**src/rtl/pmu_pkg.sv**
```systemverilog
package pmu_pkg;
  localparam int DATA_W    = 32;
  localparam int ADDR_W    = 10;
  localparam int SEL_W     = 7;
  localparam int EVT_SPACE = 1 << SEL_W;

  localparam logic [DATA_W-1:0] MODE_MASK = 32'hFC7F_0000;
  localparam logic [DATA_W-1:0] THR_MASK  = 32'h0000_073F;
  localparam logic [DATA_W-1:0] GLB_MASK  = 32'hE000_0000;

  typedef enum logic [1:0] {
    GRP_CNT  = 2'd0,
    GRP_MODE = 2'd1,
    GRP_THR  = 2'd2,
    GRP_GLB  = 2'd3
  } grp_e;

  typedef struct packed {
    logic             stop;
    logic             stop_sup;
    logic             stop_usr;
    logic             stop_mk1;
    logic             stop_mk0;
    logic             cond_en;
    logic [2:0]       rsv_hi;
    logic [SEL_W-1:0] sel;
    logic [15:0]      rsv_lo;
  } mode_t;

  typedef struct packed {
    logic        stop_all;
    logic        irq_en;
    logic        stop_on_cond;
    logic [28:0] rsv;
  } glb_t;
endpackage

```
**src/rtl/pmu_addr_dec.sv**
```systemverilog
module pmu_addr_dec
  import pmu_pkg::*;
#(
  parameter int NUM_CTR = 4
) (
  input  logic              clk_i,
  input  logic              rst_ni,
  input  logic              we_i,
  input  logic [ADDR_W-1:0] addr_i,
  output logic              hit_o,
  output grp_e              grp_o,
  output logic [3:0]        idx_o,
  output logic [NUM_CTR-1:0] cnt_we_o,
  output logic [NUM_CTR-1:0] mode_we_o,
  output logic [NUM_CTR-1:0] thr_we_o,
  output logic              glb_we_o
);
  logic sup_alias, idx_ok, frame_ok, wr_ok;

  assign grp_o     = grp_e'(addr_i[8:7]);
  assign idx_o     = addr_i[3:0];
  assign sup_alias = addr_i[4];
  assign frame_ok  = !addr_i[9] && (addr_i[6:5] == 2'b00);
  assign idx_ok    = (grp_o == GRP_GLB) ? (idx_o == 4'd0) : (32'(idx_o) < NUM_CTR);
  assign hit_o     = frame_ok && idx_ok;
  assign wr_ok     = we_i && hit_o && sup_alias;

  for (genvar k = 0; k < NUM_CTR; k++) begin : g_we
    assign cnt_we_o[k]  = wr_ok && (grp_o == GRP_CNT)  && (idx_o == 4'(k));
    assign mode_we_o[k] = wr_ok && (grp_o == GRP_MODE) && (idx_o == 4'(k));
    assign thr_we_o[k]  = wr_ok && (grp_o == GRP_THR)  && (idx_o == 4'(k));
  end
  assign glb_we_o = wr_ok && (grp_o == GRP_GLB);

  // alias writes reach no register
  a_r10_alias_no_write: assert property (@(posedge clk_i) disable iff (!rst_ni)
    (we_i && !addr_i[4]) |-> !(|{cnt_we_o, mode_we_o, thr_we_o, glb_we_o}));
  // at most one register written per cycle
  a_r11_one_target: assert property (@(posedge clk_i) disable iff (!rst_ni)
    $onehot0({cnt_we_o, mode_we_o, thr_we_o, glb_we_o}));
endmodule

```
**src/rtl/pmu_slice.sv**
```systemverilog
module pmu_slice
  import pmu_pkg::*;
(
  input  logic                 clk_i,
  input  logic                 rst_ni,
  input  logic [EVT_SPACE-1:0] evt_i,
  input  logic                 priv_i,
  input  logic                 mark_i,
  input  logic                 halt_i,
  input  logic                 cnt_we_i,
  input  logic                 mode_we_i,
  input  logic                 thr_we_i,
  input  logic [DATA_W-1:0]    wdata_i,
  output logic [DATA_W-1:0]    cnt_o,
  output logic [DATA_W-1:0]    mode_o,
  output logic [DATA_W-1:0]    thr_o,
  output logic                 cond_o
);
  mode_t             mode_q;
  logic [DATA_W-1:0] thr_q, cnt_q;
  logic              blocked, count_en;

  assign blocked = mode_q.stop
                 | (priv_i  & mode_q.stop_sup) | (!priv_i & mode_q.stop_usr)
                 | (mark_i  & mode_q.stop_mk1) | (!mark_i & mode_q.stop_mk0);
  assign count_en = evt_i[mode_q.sel] && !blocked && !halt_i;

  always_ff @(posedge clk_i or negedge rst_ni) begin
    if (!rst_ni) begin
      mode_q <= '0;
      thr_q  <= '0;
      cnt_q  <= '0;
    end else begin
      if (mode_we_i) mode_q <= mode_t'(wdata_i & MODE_MASK);
      if (thr_we_i)  thr_q  <= wdata_i & THR_MASK;
      if (cnt_we_i)      cnt_q <= wdata_i;
      else if (count_en) cnt_q <= cnt_q + 1'b1;
    end
  end

  assign cnt_o  = cnt_q;
  assign mode_o = mode_q;
  assign thr_o  = thr_q;
  assign cond_o = mode_q.cond_en && cnt_q[DATA_W-1];

  // stopped counter holds unless written
  a_r4_stop_holds: assert property (@(posedge clk_i) disable iff (!rst_ni)
    (mode_q.stop && !cnt_we_i) |=> (cnt_q == $past(cnt_q)));
  // at most one step per cycle
  a_r3_single_step: assert property (@(posedge clk_i) disable iff (!rst_ni)
    !cnt_we_i |=> (cnt_q == $past(cnt_q) || cnt_q == $past(cnt_q) + 1'b1));
  // written value wins over an event
  a_r12_write_wins: assert property (@(posedge clk_i) disable iff (!rst_ni)
    cnt_we_i |=> (cnt_q == $past(wdata_i)));
endmodule

```
**src/rtl/pmu_glob.sv**
```systemverilog
module pmu_glob
  import pmu_pkg::*;
(
  input  logic              clk_i,
  input  logic              rst_ni,
  input  logic              we_i,
  input  logic [DATA_W-1:0] wdata_i,
  input  logic              any_cond_i,
  output logic [DATA_W-1:0] glb_o,
  output logic              halt_o,
  output logic              irq_o
);
  glb_t glb_q, glb_d;
  logic cond_stop;

  assign cond_stop = glb_q.stop_on_cond && any_cond_i;

  always_comb begin
    glb_d = glb_q;
    if (we_i) glb_d = glb_t'(wdata_i & GLB_MASK);
    if (cond_stop) glb_d.stop_all = 1'b1;
  end

  always_ff @(posedge clk_i or negedge rst_ni) begin
    if (!rst_ni) glb_q <= '0;
    else         glb_q <= glb_d;
  end

  assign glb_o  = glb_q;
  assign halt_o = glb_q.stop_all || cond_stop;
  assign irq_o  = glb_q.irq_en && any_cond_i;

  // pending condition with stop-on-condition forces the stop bit
  a_r9_cond_sets_stop: assert property (@(posedge clk_i) disable iff (!rst_ni)
    (glb_q.stop_on_cond && any_cond_i) |=> glb_q.stop_all);
  // interrupt only with a signalling counter
  a_r8_irq_needs_cond: assert property (@(posedge clk_i) disable iff (!rst_ni)
    irq_o |-> any_cond_i);
endmodule

```
**src/rtl/perf_mon_unit.sv**
```systemverilog
module perf_mon_unit
  import pmu_pkg::*;
#(
  parameter int NUM_CTR = 4,
  parameter int NUM_EVT = 128
) (
  input  logic               clk_i,
  input  logic               rst_ni,
  input  logic [NUM_EVT-1:0] evt_i,
  input  logic               priv_i,
  input  logic               mark_i,
  input  logic               reg_we_i,
  input  logic [9:0]         reg_addr_i,
  input  logic [31:0]        reg_wdata_i,
  output logic [31:0]        reg_rdata_o,
  output logic               irq_o
);
  logic [EVT_SPACE-1:0] evt_pad;
  logic                 hit, glb_we, halt;
  grp_e                 grp;
  logic [3:0]           idx;
  logic [NUM_CTR-1:0]   cnt_we, mode_we, thr_we, cond;
  logic [DATA_W-1:0]    cnt_v [NUM_CTR];
  logic [DATA_W-1:0]    mode_v[NUM_CTR];
  logic [DATA_W-1:0]    thr_v [NUM_CTR];
  logic [DATA_W-1:0]    glb_v;

  always_comb begin
    evt_pad = '0;
    evt_pad[NUM_EVT-1:0] = evt_i;
  end

  pmu_addr_dec #(.NUM_CTR(NUM_CTR)) u_dec (
    .clk_i(clk_i), .rst_ni(rst_ni), .we_i(reg_we_i), .addr_i(reg_addr_i),
    .hit_o(hit), .grp_o(grp), .idx_o(idx),
    .cnt_we_o(cnt_we), .mode_we_o(mode_we), .thr_we_o(thr_we), .glb_we_o(glb_we)
  );

  for (genvar k = 0; k < NUM_CTR; k++) begin : g_ctr
    pmu_slice u_slice (
      .clk_i(clk_i), .rst_ni(rst_ni), .evt_i(evt_pad),
      .priv_i(priv_i), .mark_i(mark_i), .halt_i(halt),
      .cnt_we_i(cnt_we[k]), .mode_we_i(mode_we[k]), .thr_we_i(thr_we[k]),
      .wdata_i(reg_wdata_i),
      .cnt_o(cnt_v[k]), .mode_o(mode_v[k]), .thr_o(thr_v[k]), .cond_o(cond[k])
    );
  end

  pmu_glob u_glob (
    .clk_i(clk_i), .rst_ni(rst_ni), .we_i(glb_we), .wdata_i(reg_wdata_i),
    .any_cond_i(|cond), .glb_o(glb_v), .halt_o(halt), .irq_o(irq_o)
  );

  always_comb begin
    reg_rdata_o = '0;
    if (hit) begin
      if (grp == GRP_GLB) reg_rdata_o = glb_v;
      for (int k = 0; k < NUM_CTR; k++) begin
        if (idx == 4'(k)) begin
          unique case (grp)
            GRP_CNT:  reg_rdata_o = cnt_v[k];
            GRP_MODE: reg_rdata_o = mode_v[k];
            GRP_THR:  reg_rdata_o = thr_v[k];
            default:  ;
          endcase
        end
      end
    end
  end

  // interrupt quiet straight after reset
  a_r1_irq_reset: assert property (@(posedge clk_i) disable iff (!rst_ni)
    $rose(rst_ni) |-> !irq_o);
  // halted unit does not advance counter 0 without a write
  a_r9_halt_holds: assert property (@(posedge clk_i) disable iff (!rst_ni)
    (halt && !cnt_we[0]) |=> (cnt_v[0] == $past(cnt_v[0])));
endmodule

```
**config.mk**
```make
export PLATFORM = sky130hd
export DESIGN_NAME = perf_mon_unit
export DESIGN_NICKNAME = d
export VERILOG_FILES = /design/src/rtl/pmu_pkg.sv /design/src/rtl/pmu_addr_dec.sv /design/src/rtl/pmu_slice.sv /design/src/rtl/pmu_glob.sv /design/src/rtl/perf_mon_unit.sv
export SDC_FILE = /design/constraint.sdc
export NUM_CORES = 1
export LEC_CHECK = 0
export ABC_AREA = 1
export BUFFER_PORTS_ARGS = -buffer_cell sky130_fd_sc_hd__buf_4
export CAP_MARGIN = 15
export CORE_MARGIN = 2
export CORE_UTILIZATION = 30
export DETAILED_ROUTE_END_ITERATION = 10
export PLACE_DENSITY = 0.52
export SYNTH_ARGS = -nofsm -noshare
export SYNTH_HDL_FRONTEND = slang
export SYNTH_HIERARCHICAL = 1
export SYNTH_SLANG_ARGS = --single-unit
```
**constraint.sdc**
```tcl
create_clock -name clk_i -period 3.9 [get_ports clk_i]
set_input_delay 0.39 -clock clk_i [delete_from_list [all_inputs] [get_ports clk_i]]
set_output_delay 0.39 -clock clk_i [all_outputs]
set_load 0.02 [all_outputs]
```
Yosys cells after proc, flatten, opt, wreduce, memory -nomap -nowiden --
Index checks and enable logic that the tools add are counted. W data, S select, Z words.
Word-level totals: flip-flop bits (word level) 219, bits of input ports 175, output and inout port bits 33, word-level logic and storage cells 168
Cells by class: add/sub/neg operators 4, $lt $le $gt $ge 5, equality and inequality tests 6, muxes and demuxes 30, bitwise operators 32, reductions and logical operators 52
Operators by type and width (number):
- $mux W32 | 16
- $pmux W32 S3 | 4
- $add A32 B1 Y32 const B | 4
- $logic_and A1 B1 Y1 | 34
- $lt A7 B8 Y1 const B | 4
- $bmux W1 S7 | 4
- $and A1 B1 Y1 | 16
- $or A1 B1 Y1 | 16
- $reduce_bool A2 Y1 | 5
- $eq A4 B2 Y1 const B | 2
- $logic_not A1 Y1 | 8
- $mux W1 | 6
- $eq A2 B2 Y1 const B | 2
- $eq A4 B1 Y1 const B | 1
- $logic_not A2 Y1 | 2
- $logic_not A4 Y1 | 1
- $lt A4 B3 Y1 const B | 1
- $reduce_or A4 Y1 | 1
- $eq A2 B1 Y1 const B | 1
- $logic_or A1 B1 Y1 | 1

Logic depth before layout (Yosys ltp) --
depth in word-level cells 13, depth in mapped cells 16, depth with buffers taken out 14

Hierarchy --
Netlist, hierarchy kept.
By module, submodules not included:
- pmu_slice | instances 4, cells each 788, area each 4875.9 sq um, seq. area each 1351.3 sq um
- perf_mon_unit | instances 1, cells each 970, area each 4361.7 sq um, seq. area each 0.0 sq um
- pmu_glob | instances 1, cells each 48, area each 354.1 sq um, seq. area each 75.1 sq um
- pmu_addr_dec | instances 1, cells each 49, area each 299.0 sq um, seq. area each 0.0 sq um

Worst setup path after synthesis --
No wires, ideal clock.
kind reg-to-reg, start point register g_ctr[1].u_slice.cnt_q[31], end point register g_ctr[0].u_slice.cnt_q[0], library setup time 66 ps, arrival time 2020 ps, required time 3834 ps, path slack 1814 ps, cell stages (with the launch flop) 12, path buffers 1, clock period less this slack 2086 ps, cells stage by stage dfrtp_1 > nand2_1 > inv_1 > or4_1 > nand2_1 > nand2_1 > nor4_1 > nand3_2 > nand2_2 > buf_6 > nand2_1 > nand2_1
On the way: word-level cells in the longest chain between the ends 7
RTL lines:
- from (decl) | RTL line pmu_slice.sv:20 | logic [DATA_W-1:0] thr_q, cnt_q;
- from (signal assigned) | RTL line pmu_slice.sv:36 | if (cnt_we_i) cnt_q <= wdata_i;
- from (signal assigned) | RTL line pmu_slice.sv:37 | else if (count_en) cnt_q <= cnt_q + 1'b1;
- $logic_and A1 B1 Y1 | RTL line pmu_slice.sv:44 | assign cond_o = mode_q.cond_en && cnt_q[DATA_W-1];
- named net cond[1] | RTL line perf_mon_unit.sv:22 | logic [NUM_CTR-1:0] cnt_we, mode_we, thr_we, cond;
- $reduce_or A4 Y1 | RTL line perf_mon_unit.sv:51 | .any_cond_i(|cond), .glb_o(glb_v), .halt_o(halt), .irq_o(irq_o)
- $logic_and A1 B1 Y1 | RTL line pmu_glob.sv:16 | assign cond_stop = glb_q.stop_on_cond && any_cond_i;
- $logic_or A1 B1 Y1 | RTL line pmu_glob.sv:30 | assign halt_o = glb_q.stop_all || cond_stop;
- named net halt | RTL line perf_mon_unit.sv:19 | logic hit, glb_we, halt;
- $logic_not A1 Y1 | RTL line pmu_slice.sv:26 | assign count_en = evt_i[mode_q.sel] && !blocked && !halt_i;
- $logic_and A1 B1 Y1 | RTL line pmu_slice.sv:26
- $reduce_bool A2 Y1 (no line)
- to (signal assigned) | RTL line pmu_slice.sv:36
- to (signal assigned) | RTL line pmu_slice.sv:37
- to (decl) | RTL line pmu_slice.sv:20
The timed path passes the listed nets, and every way through them passes these cells. A chain may end at the register's enable or synchronous reset.

Final worst setup path --
start point register g_ctr[1].u_slice.mode_q, in the netlist g_ctr[1].u_slice/mode_o[16], end point output port reg_rdata_o[16]
On the way: word-level cells in the longest chain between the ends 7
RTL lines:
- from (decl) | RTL line pmu_slice.sv:19 | mode_t mode_q;
- from (signal assigned) | RTL line pmu_slice.sv:34 | if (mode_we_i) mode_q <= mode_t'(wdata_i & MODE_MASK);
- $pmux W32 S3 (*) | RTL line perf_mon_unit.sv:60 | unique case (grp)
- $mux W32 (*) | RTL line perf_mon_unit.sv:59 | if (idx == 4'(k)) begin
- $pmux W32 S3 | RTL line perf_mon_unit.sv:60
- $mux W32 (*) | RTL line perf_mon_unit.sv:59
- $pmux W32 S3 | RTL line perf_mon_unit.sv:60
- $mux W32 (*) | RTL line perf_mon_unit.sv:59
- $mux W32 (*) | RTL line perf_mon_unit.sv:56 | if (hit) begin
- to (decl) | RTL line perf_mon_unit.sv:15 | output logic [31:0] reg_rdata_o,
Every way passes the cells marked *; elsewhere a longest branch is shown, timed or not.

==> flow_metrics.env <==
export IMPL_status="complete, no violations"
export IMPL_cts_buffers_inserted=29
export IMPL_via_count=27590
export IMPL_first_iter_violations=3339
export IMPL_rsz0062_at_grt="no"
export IMPL_synth_seq_cells=219
export IMPL_dr_pass1_iters=6
export IMPL_synth_distinct_cells=38
export IMPL_yosysTopAreaCellShare_pct=25.69
export IMPL_dieArea_sq_um=84030
export IMPL_synthArstFlopShare_pct=100.0
export IMPL_worst_clock_skew_ns=0.02473
export IMPL_ctsHoldBuffers=1
export IMPL_tritoncts="yes"
export IMPL_crit_required_ns=3.51
export IMPL_setup_tns_ns=0
export IMPL_ys_warn_count=6
export IMPL_cp_start_kind="register"
export IMPL_crit_fanout=65
export IMPL_synthTopCellsByCount="1678 x nand2_1, 1001 x nand3_1, 260 x nor2_1"
export IMPL_yosysMostFrequentCell="nand2_1"
export IMPL_slew_viol_final=0
export IMPL_synth_top_area_cell="nand2_1"
export IMPL_synth_seq_area_share_pct=22.35
export IMPL_drtAntennaViolNets=0
export IMPL_crit_type="reg -> out"
export IMPL_hold_depth=3
export IMPL_initial_core_util_pct=30.39
export IMPL_cts_repair_resized=0
export IMPL_holdCritStartpoint="reg_wdata_i[27]"
export IMPL_max_slew_margin_pct=31.08
export IMPL_netlist_instances=4219
export IMPL_row_count=104
export IMPL_dieWidth_um=289.9
export IMPL_routed_via_density=5.154
export IMPL_cp_end_kind="primary output"
export IMPL_final_area_sq_um=26940
export IMPL_netlist_top_cells_area="nand2_1 26%, dfrtp_1 22%, nand3_1 20%, buf_4 7.9%, nor2_1 4.0%"
export IMPL_remaining_drc_errors=0
export IMPL_p_leak_nw=12.81
export IMPL_clk_pin_slew_ns=0.06
export IMPL_routedWlPerCell_um=20.09
export IMPL_cts_path_max_buffers=3
export IMPL_place_congestion=0.9340
export IMPL_fp_dieH_um=289.9
export IMPL_ir_worst_vdd_mv=0.3047
export IMPL_coreArea_sq_um=80680
export IMPL_hold_path_class="in -> reg"
export IMPL_area_delta_synth_final_pct=9.869
export IMPL_finalHoldViolCount=0
export IMPL_nFillCells=9032
export IMPL_io_pins=208
export IMPL_reg2reg_depth=11
export IMPL_reg2reg_to="g_ctr[1].u_slice/cnt_o[4]$_DFFE_PN0P_"
export IMPL_r2r_start="g_ctr[1].u_slice/mode_o[18]$_DFFE_PN0P_"
export IMPL_synth_edf_count=0
export IMPL_cp_arrival_ns=2.62
export IMPL_post_cts_setup_buffer_count=0
export IMPL_grt_use_total_pct=24.84
export IMPL_clkSinkCount=219
export IMPL_grt_pass1_vias=25520
export IMPL_dp_hpwl_mm=76.28
export IMPL_setup_viol=0
export IMPL_whs_ns=0.1758
export IMPL_port_buffers=207
export IMPL_synthFlopType="dfrtp_1"
export IMPL_powerDensity_nw_per_um2=238.3
export IMPL_avgSynthCellArea_sq_um=5.811
export IMPL_final_period_utilization_pct=77.28
export IMPL_root_buffer="clkbuf_16"
export IMPL_worstMarginPinSlew_ns=1.030
export IMPL_syn_area_sq_um=24520
export IMPL_layout_nets=4442
export IMPL_fin_crit_ns=3.014
export IMPL_antenna_found_initial=8
export IMPL_cap_violations=0
export IMPL_max_freq_mhz=331.8
export IMPL_wirelength_mm=107.5
export IMPL_grt_first_pass_wirelength_mm=163.4
export IMPL_final_util_pct=33.39
export IMPL_holdPathEnd="g_ctr[0].u_slice/mode_o[27]$_DFFE_PN0P_"
export IMPL_layout_drive_gt1_share_pct=10.95
export IMPL_dpl_cell_area_sq_um=25810
export IMPL_overflow=0
export IMPL_ff2ff_setup_slack_ns=0.91
export IMPL_grt_max_degree=101
export IMPL_htree_num_levels=1
export IMPL_insertion_delay_ns=0.60
==> critical path, cell delays in order (launching register included) <==
cell	delay, ns
dfrtp_2	0.36
buf_4	0.63
nand2_1	0.14
nand3_1	0.12
nand2_1	0.06
nand3_1	0.20
nand2_1	0.12
a21oi_1	0.22
buf_4	0.19
==> final cells by class <==
class                           count  area, sq um  area share (%)
Inverter                          146        550.5           2.044
Clock inverter                     18        300.3           1.115
Clock buffer                       35        788.3           2.926
Timing Repair Buffer              292         2322           8.621
Tap cell                         1060         1326           4.923
Sequential cell                   219         5485           20.36
Multi-Input combinational cell   3575        16150           59.94
Antenna cell                        7        17.52         0.06503
==> cells in the final DEF (no fill, tap or decap), types with 36 or more instances in the layout <==
master,Yosys,layout
a21oi_1,40,40
buf_4,259,280
conb_1,5,197
dfrtp_1,219,215
inv_1,125,125
mux2_2,48,48
nand2_1,1678,1678
nand3_1,1001,1001
nor2_1,260,255
nor3_1,36,36
o21ai_0,116,116
xnor2_1,40,40
==> how the worst max path moves through the flow <==
stage	start	cells past startpoint	slack [ns]	to
after floorplan	g_ctr[1].u_slice/cnt_o[31]$_DFFE_PN0P_	11	1.81	g_ctr[0].u_slice/cnt_o[0]$_DFFE_PN0P_
after global placement	reg_addr_i[7]	10	0.90	g_ctr[1].u_slice/cnt_o[31]$_DFFE_PN0P_
after detailed placement	reg_addr_i[7]	10	0.94	g_ctr[1].u_slice/cnt_o[15]$_DFFE_PN0P_
after CTS	g_ctr[1].u_slice/mode_o[16]$_DFFE_PN0P_	8	0.87	reg_rdata_o[16]
after global routing	g_ctr[2].u_slice/mode_o[16]$_DFFE_PN0P_	14	0.68	g_ctr[2].u_slice/cnt_o[4]$_DFFE_PN0P_
final	g_ctr[1].u_slice/mode_o[16]$_DFFE_PN0P_	8	0.89	reg_rdata_o[16]
==> metal layers <==
layer	part of all wire [%]	routed length (um)	vias to the layer above	GRT usage [%]
met4	3.3	3555	0	7.381
met3	6.9	7471	205	2.979
met1	45	48840	12840	35.67
li1	-	-	13430	-
met5	0	0	-	0
met2	44	47630	1115	38.85
==> through the flow <==
stage	instances	worst slack [ns]	power, mW
after floorplan	4411	1.814	2.949
after global placement	5290	0.9045	3.303
after detailed placement	5290	0.9360	3.302
after CTS	5344	0.8740	6.454
after global routing	5351	0.6784	6.652
final	5352	0.8860	6.419
==> flip-flops by register name, summed over array words and instances, names as in the netlist <==
name and flops:
u_glob/glb_o 3, g_ctr.u_slice/mode_o 52, g_ctr.u_slice/thr_o 36, g_ctr.u_slice/cnt_o 128
==> report_power, final <==
part / switching, mW / internal (mW)
logic: 0.673 / 0.322
clock network: 1.18 / 1.96
registers: 0.00558 / 2.28
==> cells by family (layout without fill, tap and decap cells) <==
group,after synthesis,count (layout),share of synthesized area (%)
multiplexers,48,48,2.205
AND/OR/NAND/NOR,3094,3094,54.53
adder cells (fa/ha/maj),4,4,0.2041
flip-flops,219,219,22.35
buffers and inverters,617,491,14.82
AO/OA/AOI/OAI,168,168,3.531
other,5,204,0.07655
XOR/XNOR,64,64,2.286
No activity file was read; power rests on OpenSTA's default activity.
